**src/rtl/r4m_pkg.sv**
```systemverilog
package r4m_pkg;

  // Fixed part of the latency: accept cycle, setup cycle, done cycle.
  localparam int R4M_MIN_LAT = 3;

  typedef enum logic [1:0] {
    ST_IDLE = 2'd0,
    ST_PREP = 2'd1,
    ST_ITER = 2'd2
  } r4m_state_e;

endpackage

```
**src/rtl/r4m_multiples.sv**
```systemverilog
// Forms the triple of the multiplicand once per operation (during setup).
module r4m_multiples #(
  parameter int W = 32
) (
  input  logic [W-1:0] a_i,
  output logic [W-1:0] a3_o
);
  logic [W-1:0] a2_w;

  assign a2_w = {a_i[W-2:0], 1'b0};
  assign a3_o = a_i + a2_w;
endmodule

```
**src/rtl/r4m_digit_sel.sv**
```systemverilog
// Selects 0, A, 2A or 3A for the current radix-4 digit of the multiplier.
module r4m_digit_sel #(
  parameter int W = 32
) (
  input  logic [1:0]   digit_i,
  input  logic [W-1:0] m1_i,
  input  logic [W-1:0] m3_i,
  output logic [W-1:0] addend_o
);
  always_comb begin
    unique case (digit_i)
      2'd0:    addend_o = '0;
      2'd1:    addend_o = m1_i;
      2'd2:    addend_o = {m1_i[W-2:0], 1'b0};
      default: addend_o = m3_i;
    endcase
  end
endmodule

```
**src/rtl/r4m_ctrl.sv**
```systemverilog
// Sequencer: idle -> setup -> iterate while multiplier bits remain.
module r4m_ctrl
  import r4m_pkg::*;
#(
  parameter int CW = 5
) (
  input  logic        clk,
  input  logic        rst,
  input  logic        start_i,
  input  logic        b_zero_i,
  input  logic        b_last_i,
  output r4m_state_e  state_o,
  output logic        accept_o,
  output logic        finish_o,
  output logic [CW-1:0] cnt_o
);
  r4m_state_e state_q, state_d;
  logic [CW-1:0] cnt_q;

  assign accept_o = start_i && (state_q == ST_IDLE);
  assign finish_o = ((state_q == ST_PREP) && b_zero_i) ||
                    ((state_q == ST_ITER) && b_last_i);

  always_comb begin
    state_d = state_q;
    unique case (state_q)
      ST_IDLE: if (accept_o) state_d = ST_PREP;
      ST_PREP: state_d = b_zero_i ? ST_IDLE : ST_ITER;
      ST_ITER: if (b_last_i) state_d = ST_IDLE;
      default: state_d = ST_IDLE;
    endcase
  end

  always_ff @(posedge clk) begin
    if (rst) begin
      state_q <= ST_IDLE;
      cnt_q   <= '0;
    end else begin
      state_q <= state_d;
      if (accept_o)
        cnt_q <= CW'(2);
      else if (state_q != ST_IDLE)
        cnt_q <= cnt_q + CW'(1);
    end
  end

  assign state_o = state_q;
  assign cnt_o   = cnt_q;
endmodule

```
**src/rtl/radix4_iter_mul.sv**
```systemverilog
module radix4_iter_mul
  import r4m_pkg::*;
#(
  parameter  int W  = 32,
  localparam int CW = $clog2(R4M_MIN_LAT + W/2 + 1)
) (
  input  logic          clk,
  input  logic          rst,
  input  logic          start_i,
  input  logic [W-1:0]  op_a_i,
  input  logic [W-1:0]  op_b_i,
  output logic          busy_o,
  output logic          done_o,
  output logic [W-1:0]  product_o,
  output logic [CW-1:0] cycles_o
);
  r4m_state_e    state_w;
  logic          accept_w, finish_w;
  logic [CW-1:0] cnt_w;

  logic [W-1:0]  a_q, a3_q, b_q, acc_q, prod_q;
  logic [W-1:0]  a3_w, addend_w, acc_sum_w;
  logic [CW-1:0] cyc_q;
  logic          done_q;
  logic          b_zero_w, b_last_w;

  assign b_zero_w  = (b_q == '0);
  assign b_last_w  = (b_q[W-1:2] == '0);
  assign acc_sum_w = acc_q + addend_w;

  r4m_ctrl #(.CW(CW)) i_ctrl (
    .clk      (clk),
    .rst      (rst),
    .start_i  (start_i),
    .b_zero_i (b_zero_w),
    .b_last_i (b_last_w),
    .state_o  (state_w),
    .accept_o (accept_w),
    .finish_o (finish_w),
    .cnt_o    (cnt_w)
  );

  r4m_multiples #(.W(W)) i_mult3 (
    .a_i  (a_q),
    .a3_o (a3_w)
  );

  r4m_digit_sel #(.W(W)) i_dsel (
    .digit_i  (b_q[1:0]),
    .m1_i     (a_q),
    .m3_i     (a3_q),
    .addend_o (addend_w)
  );

  always_ff @(posedge clk) begin
    if (rst) begin
      a_q    <= '0;
      a3_q   <= '0;
      b_q    <= '0;
      acc_q  <= '0;
      prod_q <= '0;
      cyc_q  <= '0;
      done_q <= 1'b0;
    end else begin
      done_q <= 1'b0;
      if (accept_w) begin
        a_q   <= op_a_i;
        b_q   <= op_b_i;
        acc_q <= '0;
      end
      if (state_w == ST_PREP) begin
        a3_q <= a3_w;
      end
      if (state_w == ST_ITER) begin
        acc_q <= acc_sum_w;
        a_q   <= {a_q[W-3:0], 2'b00};
        a3_q  <= {a3_q[W-3:0], 2'b00};
        b_q   <= {2'b00, b_q[W-1:2]};
      end
      if (finish_w) begin
        done_q <= 1'b1;
        prod_q <= acc_sum_w;
        cyc_q  <= cnt_w + CW'(1);
      end
    end
  end

  assign busy_o    = (state_w != ST_IDLE);
  assign done_o    = done_q;
  assign product_o = prod_q;
  assign cycles_o  = cyc_q;
endmodule

```
**config.mk**
```make
export PLATFORM = sky130hd
export DESIGN_NAME = radix4_iter_mul
export DESIGN_NICKNAME = d
export VERILOG_FILES = /design/src/rtl/r4m_pkg.sv /design/src/rtl/r4m_multiples.sv /design/src/rtl/r4m_digit_sel.sv /design/src/rtl/r4m_ctrl.sv /design/src/rtl/radix4_iter_mul.sv
export SDC_FILE = /design/constraint.sdc
export NUM_CORES = 1
export LEC_CHECK = 0
export BUFFER_PORTS_ARGS = -buffer_cell sky130_fd_sc_hd__buf_2
export CORE_MARGIN = 2
export CORE_UTILIZATION = 45
export DETAILED_ROUTE_END_ITERATION = 8
export PLACE_DENSITY = 0.72
export SLEW_MARGIN = 0
export SYNTH_ARGS = -nofsm -noshare
export SYNTH_HDL_FRONTEND = slang
export SYNTH_SLANG_ARGS = --single-unit
```
**constraint.sdc**
```tcl
create_clock -name clk -period 4.5 [get_ports clk]
set_input_delay 0.9 -clock clk [delete_from_list [all_inputs] [get_ports clk]]
set_output_delay 0.9 -clock clk [all_outputs]
set_load 0.02 [all_outputs]
```
# [Word-level counts from Yosys, hierarchy flattened]
# Cells that the tools add are included.
[classes] n_addsub=3 eq_ne=6 mux=16 n_reduce_logical=15
[ops] cell="2-to-1 mux 32 bit" n=6
[ops] cell="case mux 32 bit (3 select lines)" n=1
[ops] cell="adder 32 bit" n=2
[ops] cell="2-to-1 mux 30 bit" n=2
[ops] cell="logical NOT 32 bit" n=1
[ops] cell="logical NOT 30 bit" n=1
[ops] cell="2-to-1 mux 2 bit" n=5
[ops] cell="nonzero test 2 bit" n=4
[ops] cell="case mux 2 bit (3 select lines)" n=1
[ops] cell="adder 5 x 1 -> 5 bit, second input constant" n=1
[ops] cell="equality test 2 x 1 -> 1 bit, second input constant" n=2
[ops] cell="equality test 2 bit, second input constant" n=2
[ops] cell="logical NOT 2 bit" n=2
[ops] cell="OR reduction 2 bit" n=2
[ops] cell="logical AND 1 bit" n=3
[ops] cell="inequality test 2 x 1 -> 1 bit, second input constant" n=1
[ops] cell="inequality test 2 bit, second input constant" n=1
[ops] cell="AND reduction 2 bit" n=1
[ops] cell="logical OR 1 bit" n=1
[ops] cell="2-to-1 mux 1 bit" n=1
[totals] ff_bits=173 in_bits=67 out_inout_bits=39 wordCells=53

# [Longest topological paths before layout]
[logic_depth] depth_word=4 ltp_mapped=15 mapped_depth_nobuf=13

# [Cells and area by module]
# Synthesis repeated with hierarchy kept, for this count alone.
[unflattened] cells_unflattened=1386 hier_area_um2=11572.3
[by_module_without_submodules] mod="radix4_iter_mul" instances=1 cells_each=999 area_each_um2=8534.4 seq_area_each_um2=3323.2
[by_module_without_submodules] mod="r4m_multiples" instances=1 cells_each=277 area_each_um2=1875.5 seq_area_each_um2=0.0
[by_module_without_submodules] mod="r4m_digit_sel" instances=1 cells_each=76 area_each_um2=857.1 seq_area_each_um2=0.0
[by_module_without_submodules] mod="r4m_ctrl" instances=1 cells_each=34 area_each_um2=305.3 seq_area_each_um2=140.1

# [Least setup slack after synthesis]
# Ideal clock, no wire load.
[synth_timing] path_kind="register to register" start="register b_q[1]" end="register acc_q[24]" setup_time_ns=0.117 arrival_time_ns=3.391 required_ns=4.383 setup_slack_ns=0.992 path_stages_with_launch=14 path_buffers=2 synth_period_minus_slack_ns=3.508 path_cell_list="dfxtp_1 > clkbuf_1 > buf_1 > mux2_2 > a22o_1 > ha_1 > nor2b_1 > o2111ai_1 > a21boi_4 > o32a_4 > a21o_4 > a41oi_2 > xnor2_1 > a22o_1"
[synth_via] elab_chain_cells=4 word_cells_on_any_way=6 cone_classes="add/sub (1); eq/ne (2); mux (2); reduce/logical (1)"
[synth_rtl] item="start: declaration" line_no="radix4_iter_mul.sv:21" rtl="logic [W-1:0] a_q, a3_q, b_q, acc_q, prod_q;"
[synth_rtl] item="start signal: assignment" line_no="radix4_iter_mul.sv:68" rtl="b_q <= op_b_i;"
[synth_rtl] item="start signal: assignment" line_no="radix4_iter_mul.sv:78" rtl="b_q <= {2'b00, b_q[W-1:2]};"
[synth_rtl] item="equality test 2 bit, or another cell as far along" line_no="r4m_digit_sel.sv:11" rtl="unique case (digit_i)"
[synth_rtl] item="case mux 32 bit (3 select lines) (*)" line_no="r4m_digit_sel.sv:11"
[synth_rtl] item="adder 32 bit (*)" line_no="radix4_iter_mul.sv:29" rtl="assign acc_sum_w = acc_q + addend_w;"
[synth_rtl] item="2-to-1 mux 32 bit (*)" line_no="radix4_iter_mul.sv:74" rtl="if (state_w == ST_ITER) begin"
[synth_rtl] item="end signal: assignment" line_no="radix4_iter_mul.sv:75" rtl="acc_q <= acc_sum_w;"
[synth_rtl] item="end: declaration" line_no="radix4_iter_mul.sv:21"
# Every way passes the cells marked *; elsewhere a longest branch is shown, timed or not.
# A chain may end at the register's enable or synchronous reset.

# [Worst setup path after layout]
[layout_timing] start="register b_q[1]" end="register prod_q[31] (netlist: product_o[31])"
[layout_via] elab_chain_cells=3 word_cells_on_any_way=8 cone_classes="add/sub (1); eq/ne (2); mux (1); reduce/logical (4)"
[layout_rtl] item="equality test 2 bit, or another cell as far along" line_no="r4m_digit_sel.sv:11"
[layout_rtl] item="case mux 32 bit (3 select lines) / logical AND 1 bit (equally long branches)" line_no="r4m_digit_sel.sv:11, r4m_ctrl.sv:21"
[layout_rtl] item="adder 32 bit / logical OR 1 bit (equally long branches)" line_no="radix4_iter_mul.sv:29, r4m_ctrl.sv:21"
[layout_rtl] item="end signal: assignment" line_no="radix4_iter_mul.sv:82" rtl="prod_q <= acc_sum_w;"
[layout_rtl] item="end: declaration" line_no="radix4_iter_mul.sv:21"
# Several ways; a longest one is shown, not always the timed one.

==> results.toml <==
[outcome]
status = "complete, no violations"

[sta]
setup_tns_ps = 0
whs_ps = 451
fin_crit_ps = 3780
fmax_ghz = 0.264
setup_viol = 0
rsz0062_at_grt = "false"
period_share = 0.840
hold_viol_final = 0
clock_skew_ps = 12.5
worst_pin_slew_ps = 1020
timing.final.max_slew_violations = 0
slew_headroom = 0.321

[worst_hold_path]
min_path_type = "flip-flop to flip-flop"
hold_depth = 2

[drt]
drc_errors = 0
drt_wl_total_mm = 30.1
ant_nets = 0
dr_wl_met2_mm = 14.5
post_drt_wl_per_cell_microns = 16.4
top_layer = "met4"
via_count = 10700
wl_met1_mm = 13.5
wl_met3_mm = 1.36
drt_iter0_markers = 715
drtPass1Iterations = 5
via_per_inst = 5.80

[worst_setup_path]
ff2ff_path_depth = 12
worstSetupPathType = "flip-flop to flip-flop"
path_max_fanout = 27
critPathRequiredTime_ps = 4880
cp-end-kind = "flip-flop"
cp-start-kind = "flip-flop"
arrival_ps = 4160

[place]
routabilityCongestion = 0.902
port-buffer-count = 105
dp_hpwl_mm = 21.7

[clocking]
htree_levels = 4
cts_tree = "yes"
cts_resized = 0
clk_pin_slew_ps = 70
cts.hold.buffers_added = 0
cts_buffer_depth = 2
clkSinkCount = 173
cts-root-buf = "clkbuf_16"
postCtsSetupRepairBufs = 0
clkLatencyLatePin_ps = 440
cts_buffers = 17

[power_and_ir_drop]
p_per_area_nw_per_um2 = 339
leakage_nw = 5.21
peakVddDrop_v = 0.000201

[die]
pin_count = 106
start_util = 0.459
rows = 57
die_h_microns = 162
die_area_sq_um = 26100
die_w_microns = 162
core_region_area_sq_um = 24300

[synth]
synth_nets = 1607
yosys-top-cells-area = "dfxtp_1 (31%), a21oi_1 (9.7%), nand2_1 (8.1%), ha_1 (7.6%), nor2_1 (5.8%)"
yosysWarnings = 0
syn-cell-area_sq_um = 11200
synth_ff_type = "dfxtp_1"
yosysTopAreaCell = "dfxtp_1"
synth_cell_types = 75
netlist_instances = 1470
syn_area_per_cell_sq_um = 7.59
synth_top_area_frac = 0.310
synth-async-reset-ratio = 0
synth-edff-count = 0
yosysSeqAreaShare = 0.310
ys_ff_latch = 173

[layout]
finalNetCount = 1642
drive_gt1_frac = 0.139
fin_util = 0.513
fillers = 2383
n_antenna_cell = 0
multiInputGateArea_sq_um = 7270
ff_latch_area_sq_um = 3460
syn_to_final_growth_pct = 11.7

[flow_run]
maxCapViolCount = 0

[grt]
grt_pass1_wl_mm = 49.2
overflow = 0
grt_pass1_vias = 9892
grt_max_degree = 94
antenna_found_initial = 0
grt.total_usage = 0.228
-- final cells by class --
class                      count  share of cell area
clock inverter                13              0.0136
sequential                   173               0.278
clock buffer                  19              0.0363
timing repair buffer         119              0.0518
tap                          324              0.0325
inverter                      18             0.00542
multi-input combinational   1176               0.583
-- sequential cells by signal, summed over array words and instances (netlist names) --
name / count
a3_q: 32
a_q: 32
acc_q: 32
b_q: 32
product_o: 32
cycles_o: 5
i_ctrl.cnt_o: 5
i_ctrl.state_o: 2
done_o: 1
-- final timing paths --
| check | start | endpoint | slack (ps) |
|---|---|---|---|
| max | b_q[1] | product_o[31] | 720 |
| min | cycles_o[1] | cycles_o[1] | 450 |
| max reg2reg | b_q[1] | product_o[31] | 720 |
| min reg2reg | cycles_o[1] | cycles_o[1] | 450 |
-- cells by family (layout without fill, tap and decap cells) --
logic type | count (synthesis) | in the layout | synth area share
and+or+nand+nor | 535 | 535 | 0.207
AOI/OAI and AO/OA | 475 | 475 | 0.278
DFF | 173 | 173 | 0.310
buffers and inverters | 121 | 169 | 0.0417
adders and majority gates | 70 | 70 | 0.0798
xor gates and xnor gates | 56 | 56 | 0.0439
muxes | 40 | 40 | 0.0395
-- routing by layer --
metal	global-route usage	up-vias
met5	0	-
met4	0.0718	0
met3	0.0365	57
met2	0.395	283
met1	0.291	4994
li1	-	5344
-- stage by stage --
step	setup slack [ps]	instances	cell area, sq um	total power [mW]
floorplan	992	1470	11200	2.45
global placement	828	1810	11800	2.66
detailed placement	794	1810	11800	2.68
CTS	760	1842	12500	4.25
global route	456	1842	12500	4.44
finish	719	1842	12500	4.23
-- Yosys cell counts (20+ instances only) --
master	n
mux2_2	32
dfxtp_1	173
clkbuf_1	85
a22o_1	48
ha_1	68
a21oi_1	216
a211oi_1	35
nor2_1	172
o21ai_0	36
a21o_1	24
xor2_1	20
xnor2_1	36
nand2_1	242
nand3_1	22
-- power breakdown --
group	leakage, nW	internal (mW)	switching (mW)
Sequential	1.41	1.64	0.127
Clock	0.304	0.873	0.706
Combinational	3.49	0.340	0.547
-- critical path, cell delays in order (launching register included) --
cell	delay, ps
dfxtp_1	510
buf_4	380
mux2_2	370
a22o_1	180
ha_1	430
nand2_1	90
o21ai_1	220
nor3_1	120
a211oi_2	450
a22o_1	210
a41oi_2	150
or4_1	500
nand3_1	80
-- placed cells by master (no fill, tap or decap), drive strengths merged, types with 32 or more instances in the layout --
master	n
o21ai	44
mux2	32
a211oi	38
a21oi	217
ha	68
xnor2	36
a22o	48
buf	119
nor2	172
nand2	242
dfxtp	173
Note: power is estimated with default switching activity, not from simulation.
